===== config.mk =====
export PLATFORM = sky130hd
export DESIGN_NAME = irq_event_bank
export DESIGN_NICKNAME = d
export VERILOG_FILES = /design/src/rtl/irq_bank_pkg.sv /design/src/rtl/irq_chan_slot.sv /design/src/rtl/irq_addr_decode.sv /design/src/rtl/irq_out_reg.sv /design/src/rtl/irq_event_bank.sv
export SDC_FILE = /design/constraint.sdc
export NUM_CORES = 1
export LEC_CHECK = 0
export CORE_MARGIN = 2
export CORE_UTILIZATION = 53
export CTS_CLUSTER_DIAMETER = 100
export DETAILED_ROUTE_END_ITERATION = 8
export GPL_ROUTABILITY_DRIVEN = 0
export PLACE_DENSITY = 0.86
export SETUP_SLACK_MARGIN = 0.3
export SYNTH_ARGS = -nofsm -noshare
export SYNTH_HDL_FRONTEND = slang
export SYNTH_SLANG_ARGS = --single-unit

===== constraint.sdc =====
create_clock -name clk -period 4.31 [get_ports clk]
set_input_delay 0.862 -clock clk [delete_from_list [all_inputs] [get_ports clk]]
set_output_delay 0.862 -clock clk [all_outputs]
set_load 0.01 [all_outputs]

===== src/rtl/irq_bank_pkg.sv =====
package irq_bank_pkg;

    localparam int BUS_W       = 32;
    localparam int SLOT_W      = 4;
    localparam int EVT_W       = 3;
    localparam int CH_PER_WORD = BUS_W / SLOT_W;
    localparam int MAX_WORDS   = 4;
    localparam int STAT_OFS    = 16;

    // Event bundle for one channel; bit order matches the slot layout.
    typedef struct packed {
        logic list_done;
        logic desc_done;
        logic half_done;
    } evt_t;

    function automatic logic [SLOT_W-1:0] to_slot(evt_t e);
        return {1'b0, e};
    endfunction

    function automatic evt_t from_slot(logic [SLOT_W-1:0] s);
        return evt_t'(s[EVT_W-1:0]);
    endfunction

endpackage


===== src/rtl/irq_chan_slot.sv =====
module irq_chan_slot
    import irq_bank_pkg::*;
(
    input  logic clk,
    input  logic rst,
    input  logic en_we,
    input  logic st_we,
    input  evt_t wr_bits,
    input  evt_t ev,
    output evt_t en_q,
    output evt_t st_q
);

    evt_t clr_mask;

    always_comb begin
        clr_mask = st_we ? wr_bits : evt_t'('0);
    end

    always_ff @(posedge clk) begin
        if (rst) begin
            en_q <= '0;
            st_q <= '0;
        end else begin
            if (en_we) begin
                en_q <= wr_bits;
            end
            // pulse after the clear so a coinciding event keeps the bit
            st_q <= evt_t'((st_q & ~clr_mask) | ev);
        end
    end

endmodule


===== src/rtl/irq_addr_decode.sv =====
module irq_addr_decode
    import irq_bank_pkg::*;
#(
    parameter int ADDR_W    = 8,
    parameter int NUM_WORDS = 2
) (
    input  logic [ADDR_W-1:0]    addr,
    input  logic                 wr,
    output logic [NUM_WORDS-1:0] en_rsel,
    output logic [NUM_WORDS-1:0] st_rsel,
    output logic [NUM_WORDS-1:0] en_wsel,
    output logic [NUM_WORDS-1:0] st_wsel
);

    logic       in_map;
    logic [1:0] widx;

    always_comb begin
        in_map = (addr[1:0] == 2'b00) && (addr[ADDR_W-1:5] == '0);
        widx   = addr[3:2];
    end

    for (genvar k = 0; k < NUM_WORDS; k++) begin : g_word
        always_comb begin
            en_rsel[k] = in_map && !addr[4] && (widx == 2'(k));
            st_rsel[k] = in_map &&  addr[4] && (widx == 2'(k));
            en_wsel[k] = en_rsel[k] && wr;
            st_wsel[k] = st_rsel[k] && wr;
        end
    end

endmodule


===== src/rtl/irq_out_reg.sv =====
module irq_out_reg #(
    parameter int N = 48
) (
    input  logic         clk,
    input  logic         rst,
    input  logic [N-1:0] st,
    input  logic [N-1:0] en,
    output logic         irq
);

    always_ff @(posedge clk) begin
        if (rst) begin
            irq <= 1'b0;
        end else begin
            irq <= |(st & en);
        end
    end

endmodule


===== src/rtl/irq_event_bank.sv =====
module irq_event_bank
    import irq_bank_pkg::*;
#(
    parameter int NUM_CH = 16,
    parameter int ADDR_W = 8
) (
    input  logic              clk,
    input  logic              rst,
    input  logic [ADDR_W-1:0] bus_addr,
    input  logic              bus_wr,
    input  logic [BUS_W-1:0]  bus_wdata,
    output logic [BUS_W-1:0]  bus_rdata,
    input  logic [NUM_CH-1:0] ev_half,
    input  logic [NUM_CH-1:0] ev_desc,
    input  logic [NUM_CH-1:0] ev_list,
    output logic              irq
);

    localparam int NUM_WORDS = (NUM_CH + CH_PER_WORD - 1) / CH_PER_WORD;
    localparam int FLAT_W    = NUM_CH * EVT_W;

    logic [NUM_WORDS-1:0] en_rsel, st_rsel, en_wsel, st_wsel;
    logic [BUS_W-1:0]     en_word [NUM_WORDS];
    logic [BUS_W-1:0]     st_word [NUM_WORDS];
    evt_t                 en_q    [NUM_CH];
    evt_t                 st_q    [NUM_CH];
    logic [FLAT_W-1:0]    en_flat, st_flat;

    irq_addr_decode #(
        .ADDR_W   (ADDR_W),
        .NUM_WORDS(NUM_WORDS)
    ) u_dec (
        .addr   (bus_addr),
        .wr     (bus_wr),
        .en_rsel(en_rsel),
        .st_rsel(st_rsel),
        .en_wsel(en_wsel),
        .st_wsel(st_wsel)
    );

    for (genvar c = 0; c < NUM_CH; c++) begin : g_ch
        localparam int W = c / CH_PER_WORD;
        localparam int P = c % CH_PER_WORD;
        evt_t ev_c;
        evt_t wbits_c;

        always_comb begin
            ev_c.half_done = ev_half[c];
            ev_c.desc_done = ev_desc[c];
            ev_c.list_done = ev_list[c];
            wbits_c        = from_slot(bus_wdata[P*SLOT_W +: SLOT_W]);
        end

        irq_chan_slot u_slot (
            .clk    (clk),
            .rst    (rst),
            .en_we  (en_wsel[W]),
            .st_we  (st_wsel[W]),
            .wr_bits(wbits_c),
            .ev     (ev_c),
            .en_q   (en_q[c]),
            .st_q   (st_q[c])
        );

        assign en_flat[c*EVT_W +: EVT_W] = en_q[c];
        assign st_flat[c*EVT_W +: EVT_W] = st_q[c];
    end

    for (genvar k = 0; k < NUM_WORDS; k++) begin : g_word
        for (genvar j = 0; j < CH_PER_WORD; j++) begin : g_nib
            if (k * CH_PER_WORD + j < NUM_CH) begin : g_used
                assign en_word[k][j*SLOT_W +: SLOT_W] = to_slot(en_q[k*CH_PER_WORD+j]);
                assign st_word[k][j*SLOT_W +: SLOT_W] = to_slot(st_q[k*CH_PER_WORD+j]);
            end else begin : g_empty
                assign en_word[k][j*SLOT_W +: SLOT_W] = '0;
                assign st_word[k][j*SLOT_W +: SLOT_W] = '0;
            end
        end
    end

    always_comb begin
        bus_rdata = '0;
        for (int k = 0; k < NUM_WORDS; k++) begin
            if (en_rsel[k]) bus_rdata = bus_rdata | en_word[k];
            if (st_rsel[k]) bus_rdata = bus_rdata | st_word[k];
        end
    end

    irq_out_reg #(
        .N(FLAT_W)
    ) u_irq (
        .clk(clk),
        .rst(rst),
        .st (st_flat),
        .en (en_flat),
        .irq(irq)
    );

endmodule


# == Yosys cells after proc, flatten, opt, wreduce, memory -nomap -nowiden ==
# Index checks and enable logic that the tools add are counted.
# word_totals
memories,0
rom_bits,0
ramBits,0
latch_bits,0
regBits,97
wordCells,186
output_inout_bits,33
# classes
n_bitwise,52
mul,0
order_cmp,0
add_sub_neg,0
n_shift,0
n_mux,20
n_eq_ne,1
n_reduce_logical,16
n_div,0
# op_table
operator,count
$mux W32,2
$or A32 B31 Y32,2
$mux W31,2
$and A3 B3 Y3,16
$and A48 B48 Y48,1
$mux W3,16
$not A3 Y3,16
$or A3 B3 Y3,16
$reduce_or A48 Y1,1
$or A31 B31 Y31,1
$logic_and A1 B1 Y1,11
$logic_not A2 Y1,2
$logic_not A3 Y1,1
$eq A2 B1 Y1 const B,1
$logic_not A1 Y1,1

# == Longest topological paths before layout ==
# Gate-level depths: netlist of run 1.
# depth
ltp_word,11
depth_mapped,7
depth_no_buf,4

# == Cells and area by module ==
# Synthesis of run 1 repeated with hierarchy kept, for this count alone.
# unflattened
hier_cells,472
area_unflattened_um2,4325.4
# by_module_without_submodules
module,area_each_um2,cells_per_inst,seq_area_each_um2,instances
irq_chan_slot,210.2,21,120.1,16
irq_event_bank,589.3,89,0.0,1
irq_out_reg,281.5,32,20.0,1
irq_addr_decode,91.3,15,0.0,1

# == Worst setup path after synthesis of run 1 ==
# OpenSTA, ideal clock, no wires.
# synth_path
kind,input-to-output
startpoint,input port bus_addr[4]
endpoint,output port bus_rdata[14]
arrival_time_ps,2258
n_path_buf,2
setup_slack_ps,1190
path_stages,4
path_cell_list,clkbuf_1 > buf_2 > mux4_2 > and3_1
# synth_via
elab_chain_len,10
word_cells_on_any_way,14
classes_between,4 x mux; 3 x bitwise; 7 x reduce/logical
# synth_lines
item,line,text
from (decl),irq_event_bank.sv:9,"input logic [ADDR_W-1:0] bus_addr,"
$logic_not A1 Y1,irq_addr_decode.sv:25,en_rsel[k] = in_map && !addr[4] && (widx == 2'(k));
$logic_and A1 B1 Y1 (2 in a row),irq_addr_decode.sv:25,
$mux W31,irq_event_bank.sv:84,if (en_rsel[k]) bus_rdata = bus_rdata | en_word[k];
$or A31 B31 Y31,irq_event_bank.sv:85,if (st_rsel[k]) bus_rdata = bus_rdata | st_word[k];
$mux W31,irq_event_bank.sv:85,
$or A32 B31 Y32,irq_event_bank.sv:84,
$mux W32,irq_event_bank.sv:84,
$or A32 B31 Y32,irq_event_bank.sv:85,
$mux W32 (*),irq_event_bank.sv:85,
to (decl),irq_event_bank.sv:12,"output logic [BUS_W-1:0] bus_rdata,"
# Mark *: on every way between the ends. The rest lies on a longest branch, timed or not.

# == Worst setup path after layout of run 1 ==
# layout_path
startpoint,input port bus_addr[4]
endpoint,output port bus_rdata[2]
# Same word-level chain as after synthesis.

==> results of run 1 <==
==> cell type report <==
cell class	count	area, sq um	share of cell area
flip-flops and latches	97	1940	0.324
well taps	108	135	0.0226
inverters	50	188	0.0313
repair buffers	118	1170	0.196
multi-input cells	359	2360	0.393
clock inverters	5	55.1	0.00919
clock buffers	11	141	0.0236
==> synth_stat cells <==
library cell	number
dfxtp_1	97
nand2_1	96
a21oi_1	72
inv_1	50
o21ai_1	48
clkbuf_1	28
nor2_1	25
and3_1	24
mux2i_1	24
mux4_2	24
a221oi_1	12
a22o_1	12
buf_2	9
buf_4	8
nand4_1	3
buf_6	2
nor4_4	2
and2_1	1
conb_1	1
nand2b_1	1
nand3_1	1
nor2b_1	1
nor4_1	1
o31a_1	1
or2_2	1
or4_1	1
or4_4	1
==> worst min path at each step <==
stage / end / slack [ns] / startpoint / cells after the start
floorplan: g_ch[0].u_slot.en_q[1] / 0.45 / g_ch[0].u_slot.en_q[1] / 2
global placement: g_ch[2].u_slot.en_q[2] / 0.45 / g_ch[2].u_slot.en_q[2] / 2
detailed placement: g_ch[3].u_slot.en_q[2] / 0.46 / g_ch[3].u_slot.en_q[2] / 2
CTS: g_ch[2].u_slot.en_q[2] / 0.48 / g_ch[2].u_slot.en_q[2] / 2
global route: g_ch[4].u_slot.en_q[1] / 0.50 / g_ch[4].u_slot.en_q[1] / 2
finish: g_ch[2].u_slot.en_q[2] / 0.47 / g_ch[2].u_slot.en_q[2] / 2
==> stage by stage <==
| stage | instances | setup WS [ns] |
|---|---|---|
| final | 748 | 0.576 |
| after global routing | 748 | 0.518 |
| after CTS | 748 | 0.575 |
| after detailed placement | 732 | 0.575 |
| after global placement | 732 | 0.601 |
| after floorplan | 553 | 1.19 |
==> placed cells by master (no fill, tap or decap), types with 3 or more instances in the layout <==
| cell type | count |
|---|---|
| nand4_1 | 3 |
| mux4_2 | 24 |
| and3_1 | 24 |
| clkdlybuf4s50_1 | 106 |
| a21oi_1 | 72 |
| a22o_1 | 12 |
| mux2i_1 | 24 |
| a221oi_1 | 12 |
| inv_1 | 50 |
| dfxtp_1 | 97 |
| clkbuf_8 | 10 |
| o21ai_1 | 48 |
| nor2_1 | 25 |
| buf_4 | 9 |
| nand2_1 | 96 |
| conb_1 | 8 |
==> worst max-delay path, cell delays in order <==
cell             delay [ns]
clkdlybuf4s50_1        0.52
buf_12                 0.24
mux4_2                 0.52
and3_1                 0.23
clkdlybuf4s50_1        0.49
==> kinds of logic after synthesis <==
logic type / synth area share
buf+inv: 0.0897
other cells: 0.000800
mux: 0.167
simple gates: 0.154
flops: 0.414
compound gates: 0.175
==> power breakdown <==
part | switching (uW) | internal (uW)
Clock | 314 | 283
Combinational | 102 | 123
Sequential | 31.3 | 929
Total | 448 | 1330
==> metal layers <==
layer / vias up / wire length [um]
met2: 293 / 6500
met1: 2052 / 5180
met5: - / 0
li1: 2048 / -
met4: 0 / 399
met3: 38 / 1320
==> registers in the layout, summed over array words and instances, names as in the netlist <==
| register | flops |
|---|---|
| g_ch.u_slot.st_q | 48 |
| g_ch.u_slot.en_q | 48 |
| u_irq.irq | 1 |
==> qor.csv, run 1 <==
stage,metric,value,unit
power,p_total,1780,uW
routing,wl,13400,um
power,power_leakage,0.00233,uW
routing,drt-wirelength-per-cell,17.9,um
setup_path,reg2reg_depth,4,
timing,setup_viol,0,
synthesis,syn_inst,546,
setup_path,r2r-end,u_irq.irq,
setup_path,start_kind,input pin,
die,initial_utilization,0.543,
timing,max_slew_margin,0.234,
timing,timing.fmax,268,MHz
grt,grt_use_met1,0.365,
die,io_pins,124,
timing,clock_skew,0.00488,ns
synthesis,synth_top_area_frac,0.414,
die,die_y,98.0,um
die,fp.dieW,98.0,um
power,vdd_ir_drop_max,0.179,mV
outcome,status,finished clean,
synthesis,synthTopCellsByArea,"dfxtp_1 41%, mux4_2 12%, a21oi_1 7.7%",
grt,antenna_found_initial,0,
cells_and_area,diodes,0,
power,power_density,297,mW/mm^2
clocking,cts_resized,0,
clocking,cts_buffers,9,
setup_path,reg2reg_slack,2.84,ns
setup_path,r2r-start,g_ch[7].u_slot.st_q[0],
setup_path,endpoint_kind,output pin,
grt,busiest_layer,met2,
clocking,cts_tree,yes,
job,drv_cap,0,
setup_path,startpoint,bus_addr[4],
synthesis,seq_area_frac_synth,0.414,
placement,dp_hpwl,9170,um
cells_and_area,fin_nets,726,
routing,routed_via_density,5.92,
clocking,clockBufferDepth,2,
synthesis,yosysWarnings,0,
placement,place_area,0.00580,sq mm
routing,dr.pass1.iters,5,
synthesis,ys_ff_latch,97,
die,die-area,0.00961,sq mm
clocking,clk_pin_slew,0.09,ns
timing,rsz0062_at_grt,no,
grt,met2_usage,0.456,
synthesis,synth_cell_type_count,27,
routing,drt-initial-drc-count,411,
timing,worst_slew_pin_slew,1.15,ns
timing,min_period,3.73,ns
setup_path,required,3.45,ns
die,core,0.00864,sq mm
cells_and_area,layout-drive-gt1-share,0.0875,
min_path,hp-class,flip-flop to flip-flop,
routing,postRouteAntennaNets,0,
clocking,root_buffer,clkbuf_8,
clocking,holdBufCountCts,0,
timing,hold_ws,0.475,ns
grt,grt_overflow,0,
cells_and_area,utilization,0.694,
routing,drc,0,
clocking,postCtsSetupBuffers,0,
setup_path,critPathKind,input pin to output pin,
grt,grt_pass1_vias,4379,
grt,grt_use_total,0.282,
die,num_rows,34,
synthesis,yosysTopAreaCell,dfxtp_1,
clocking,ctsHtreeMaxLevel,3,
cells_and_area,final_cell_area,0.00599,sq mm
cells_and_area,areaGrowthSynthToFinish,27.8,%
grt,grt_start_max_net_pins,52,
setup_path,critPathArrivalTime,2.87,ns
timing,setup_tns,0,ns
timing,maxSlewViolCount,0,
clocking,clock_latency,0.36,ns
clocking,cts.sinks,97,
placement,numPortBuffers,107,
routing,via_count,4431,
synthesis,synth_area,0.00469,sq mm
timing,timing_hold_violations_final,0,
timing,period_share,0.866,
synthesis,syn_area_per_cell,8.58,sq um
grt,met3_usage,0.0623,
setup_path,critPathCapture,bus_rdata[2],
setup_path,cp_max_fo,27,
grt,grt_pass1_wl,21800,um
cells_and_area,n_fill_cell,669,
No activity file was read; power rests on OpenSTA's default activity.
==> run 2: changes to the inputs <==
--- a/config.mk
+++ b/config.mk
@@ -5,6 +5,8 @@
 export SDC_FILE = /design/constraint.sdc
 export NUM_CORES = 1
 export LEC_CHECK = 0
+export ABC_CLOCK_PERIOD_IN_PS = 4310
+export CAP_MARGIN = 20
 export CORE_MARGIN = 2
 export CORE_UTILIZATION = 53
 export CTS_CLUSTER_DIAMETER = 100
==> constraint.sdc (replaced) <==
create_clock -name clk -period 4.31 [get_ports clk]
set_input_delay 0.862 -clock clk [delete_from_list [all_inputs] [get_ports clk]]
set_output_delay 0.862 -clock clk [all_outputs]
set_load 0.05 [all_outputs]
==> run 2 against run 1 <==
Cell count increased by 0.27%. Hold slack improved by 0.0064 ns. Critical path type unchanged. Global-route usage shrank 0.80 points. Clock-buffer cell count fell by 2. Sequential share of layout area rose by 0.39 points. Setup slack got worse by 0.051 ns. Critical endpoint unchanged. Clock power is 3.7% lower. Wire length fell by 0.93%.
==> qor.csv, run 2 (synthesis results as in run 1) <==
stage,metric,value,unit,change
setup_path,endpoint_kind,output pin,,
setup_path,critPathKind,input pin to output pin,,
cells_and_area,reg_top3,"g_ch.u_slot.en_q (48), g_ch.u_slot.st_q (48), u_irq.irq (1)",,
job,drv_cap,0,,unchanged
grt,grt_overflow,0,,unchanged
grt,grt_pass1_wl,21000,um,-3.5%
die,core,0.00864,sq mm,unchanged
setup_path,startpoint,bus_addr[2],,
timing,clock_skew,0.0136,ns,+0.00870 ns
die,fp.dieW,98.0,um,unchanged
timing,setup_ws,0.525,ns,-0.0510 ns
setup_path,reg2reg_slack,2.80,ns,-0.04 ns
die,die-area,0.00961,sq mm,unchanged
clocking,holdBufCountCts,0,,unchanged
placement,dp_cells,734,,+0.27%
placement,numPortBuffers,107,,unchanged
power,power_leakage,0.00238,uW,+2.3%
routing,via_count,4431,,unchanged
clocking,clock_latency,0.36,ns,about the same
cells_and_area,stdcell_count,750,,+0.27%
setup_path,r2r-start,g_ch[12].u_slot.st_q[0],,
timing,max_slew_margin,0.335,,+0.102
routing,postRouteAntennaNets,0,,unchanged
cells_and_area,diodes,0,,unchanged
power,power_density,299,mW/mm^2,+0.64%
die,die_y,98.0,um,unchanged
setup_path,r2r-end,u_irq.irq,,
grt,grt_start_max_net_pins,49,,-5.8%
power,vdd_ir_drop_max,0.185,mV,+3.3%
placement,dp_hpwl,9250,um,+0.84%
grt,grt_pass1_vias,4323,,-1.3%
clocking,cts_buffers,9,,unchanged
setup_path,critPathArrivalTime,2.92,ns,+0.05 ns
timing,setup_viol,0,,unchanged
clocking,root_buffer,clkbuf_8,,
timing,worst_slew_pin_slew,0.997,ns,-0.153 ns
grt,antenna_found_initial,0,,unchanged
cells_and_area,fin_nets,728,,+0.28%
cells_and_area,layout-drive-gt1-share,0.129,,+0.0418
timing,timing.fmax,264,MHz,-1.3%
min_path,hp-class,flip-flop to flip-flop,,
routing,routed_via_density,5.91,,-0.27%
clocking,cts.sinks,97,,unchanged
timing,timing_hold_violations_final,0,,unchanged
setup_path,start_kind,input pin,,
clocking,clk_pin_slew,0.10,ns,about the same
routing,wl,13300,um,-0.93%
timing,min_period,3.79,ns,+0.0510 ns
min_path,hp-start,g_ch[4].u_slot.en_q[0],,
cells_and_area,layout_commonest_cell,dfxtp_1,,
clocking,clockBufferDepth,2,,unchanged
clocking,cts_tree,yes,,
clocking,cts_resized,0,,unchanged
setup_path,reg2reg_depth,4,,unchanged
timing,maxSlewViolCount,0,,unchanged
die,initial_utilization,0.543,,unchanged
power,p_total,1770,uW,-0.56%
clocking,ctsHtreeMaxLevel,3,,unchanged
routing,drt-initial-drc-count,450,,+9.5%
die,num_rows,34,,unchanged
grt,grt_use_total,0.274,,-0.00802
timing,rsz0062_at_grt,no,,
min_path,whs_endpoint,g_ch[4].u_slot.en_q[0],,
routing,drc,0,,unchanged
routing,drt-wirelength-per-cell,17.7,um,-1.2%
outcome,status,finished clean,,
cells_and_area,final_cell_mix,"97 x dfxtp_1, 96 x nand2_1, 82 x clkdlybuf4s50_1",,
min_path,holdPathStages,2,,unchanged
setup_path,required,3.45,ns,about the same
die,io_pins,124,,unchanged
cells_and_area,areaGrowthSynthToFinish,26.3,%,
setup_path,cp_max_fo,16,,-41%
placement,dp_slack,0.494,ns,-0.0806 ns
timing,period_share,0.878,,+0.0118
clocking,postCtsSetupBuffers,0,,unchanged
routing,dr.pass1.iters,5,,unchanged
timing,setup_tns,0,ns,unchanged
run 2: report_power, final:
group	total, uW	switching [uW]	internal, uW	leakage, uW
clock network	575	348	227	0.0000995
logic	237	116	121	0.00149
registers	960	31.1	929	0.000797
run 2: cell type report:
type / instances / area (sq um)
Fill cell: 695 / 2720
Timing Repair Buffer: 120 / 1100
Tap cell: 108 / 135
Multi-Input combinational cell: 359 / 2360
Inverter: 50 / 188
Clock inverter: 7 / 71.3
Sequential cell: 97 / 1940
Clock buffer: 9 / 124
run 2: critical path: stages:
cell and delay [ns]:
clkdlybuf4s50_1 0.90, buf_4 0.39, mux4_2 0.34, and3_1 0.23, buf_4 0.20
run 2: per-stage QoR:
stage / instance area [sq um] / util / hold WS, ns
finish: 5920 / 0.686 / 0.481
global route: 5920 / 0.686 / 0.494
CTS: 5920 / 0.686 / 0.481
detailed placement: 5730 / 0.663 / 0.468
global placement: 5730 / 0.663 / 0.452
floorplan: 4710 / - / 0.446
run 2: worst max path at each step:
stage | slack (ns) | to
2_1_floorplan | 1.05 | bus_rdata[14]
3_3_place_gp | 0.55 | bus_rdata[2]
3_5_place_dp | 0.49 | bus_rdata[2]
4_1_cts | 0.51 | bus_rdata[2]
5_1_grt | 0.43 | bus_rdata[2]
6_report | 0.52 | bus_rdata[2]
run 2: layer usage:
layer,vias up,share of wire,GRT usage
met1,2087,0.40,0.349
met3,35,0.092,0.0465
met5,-,0,0.0154
met4,0,0.028,0.127
li1,2048,-,-
met2,261,0.48,0.454
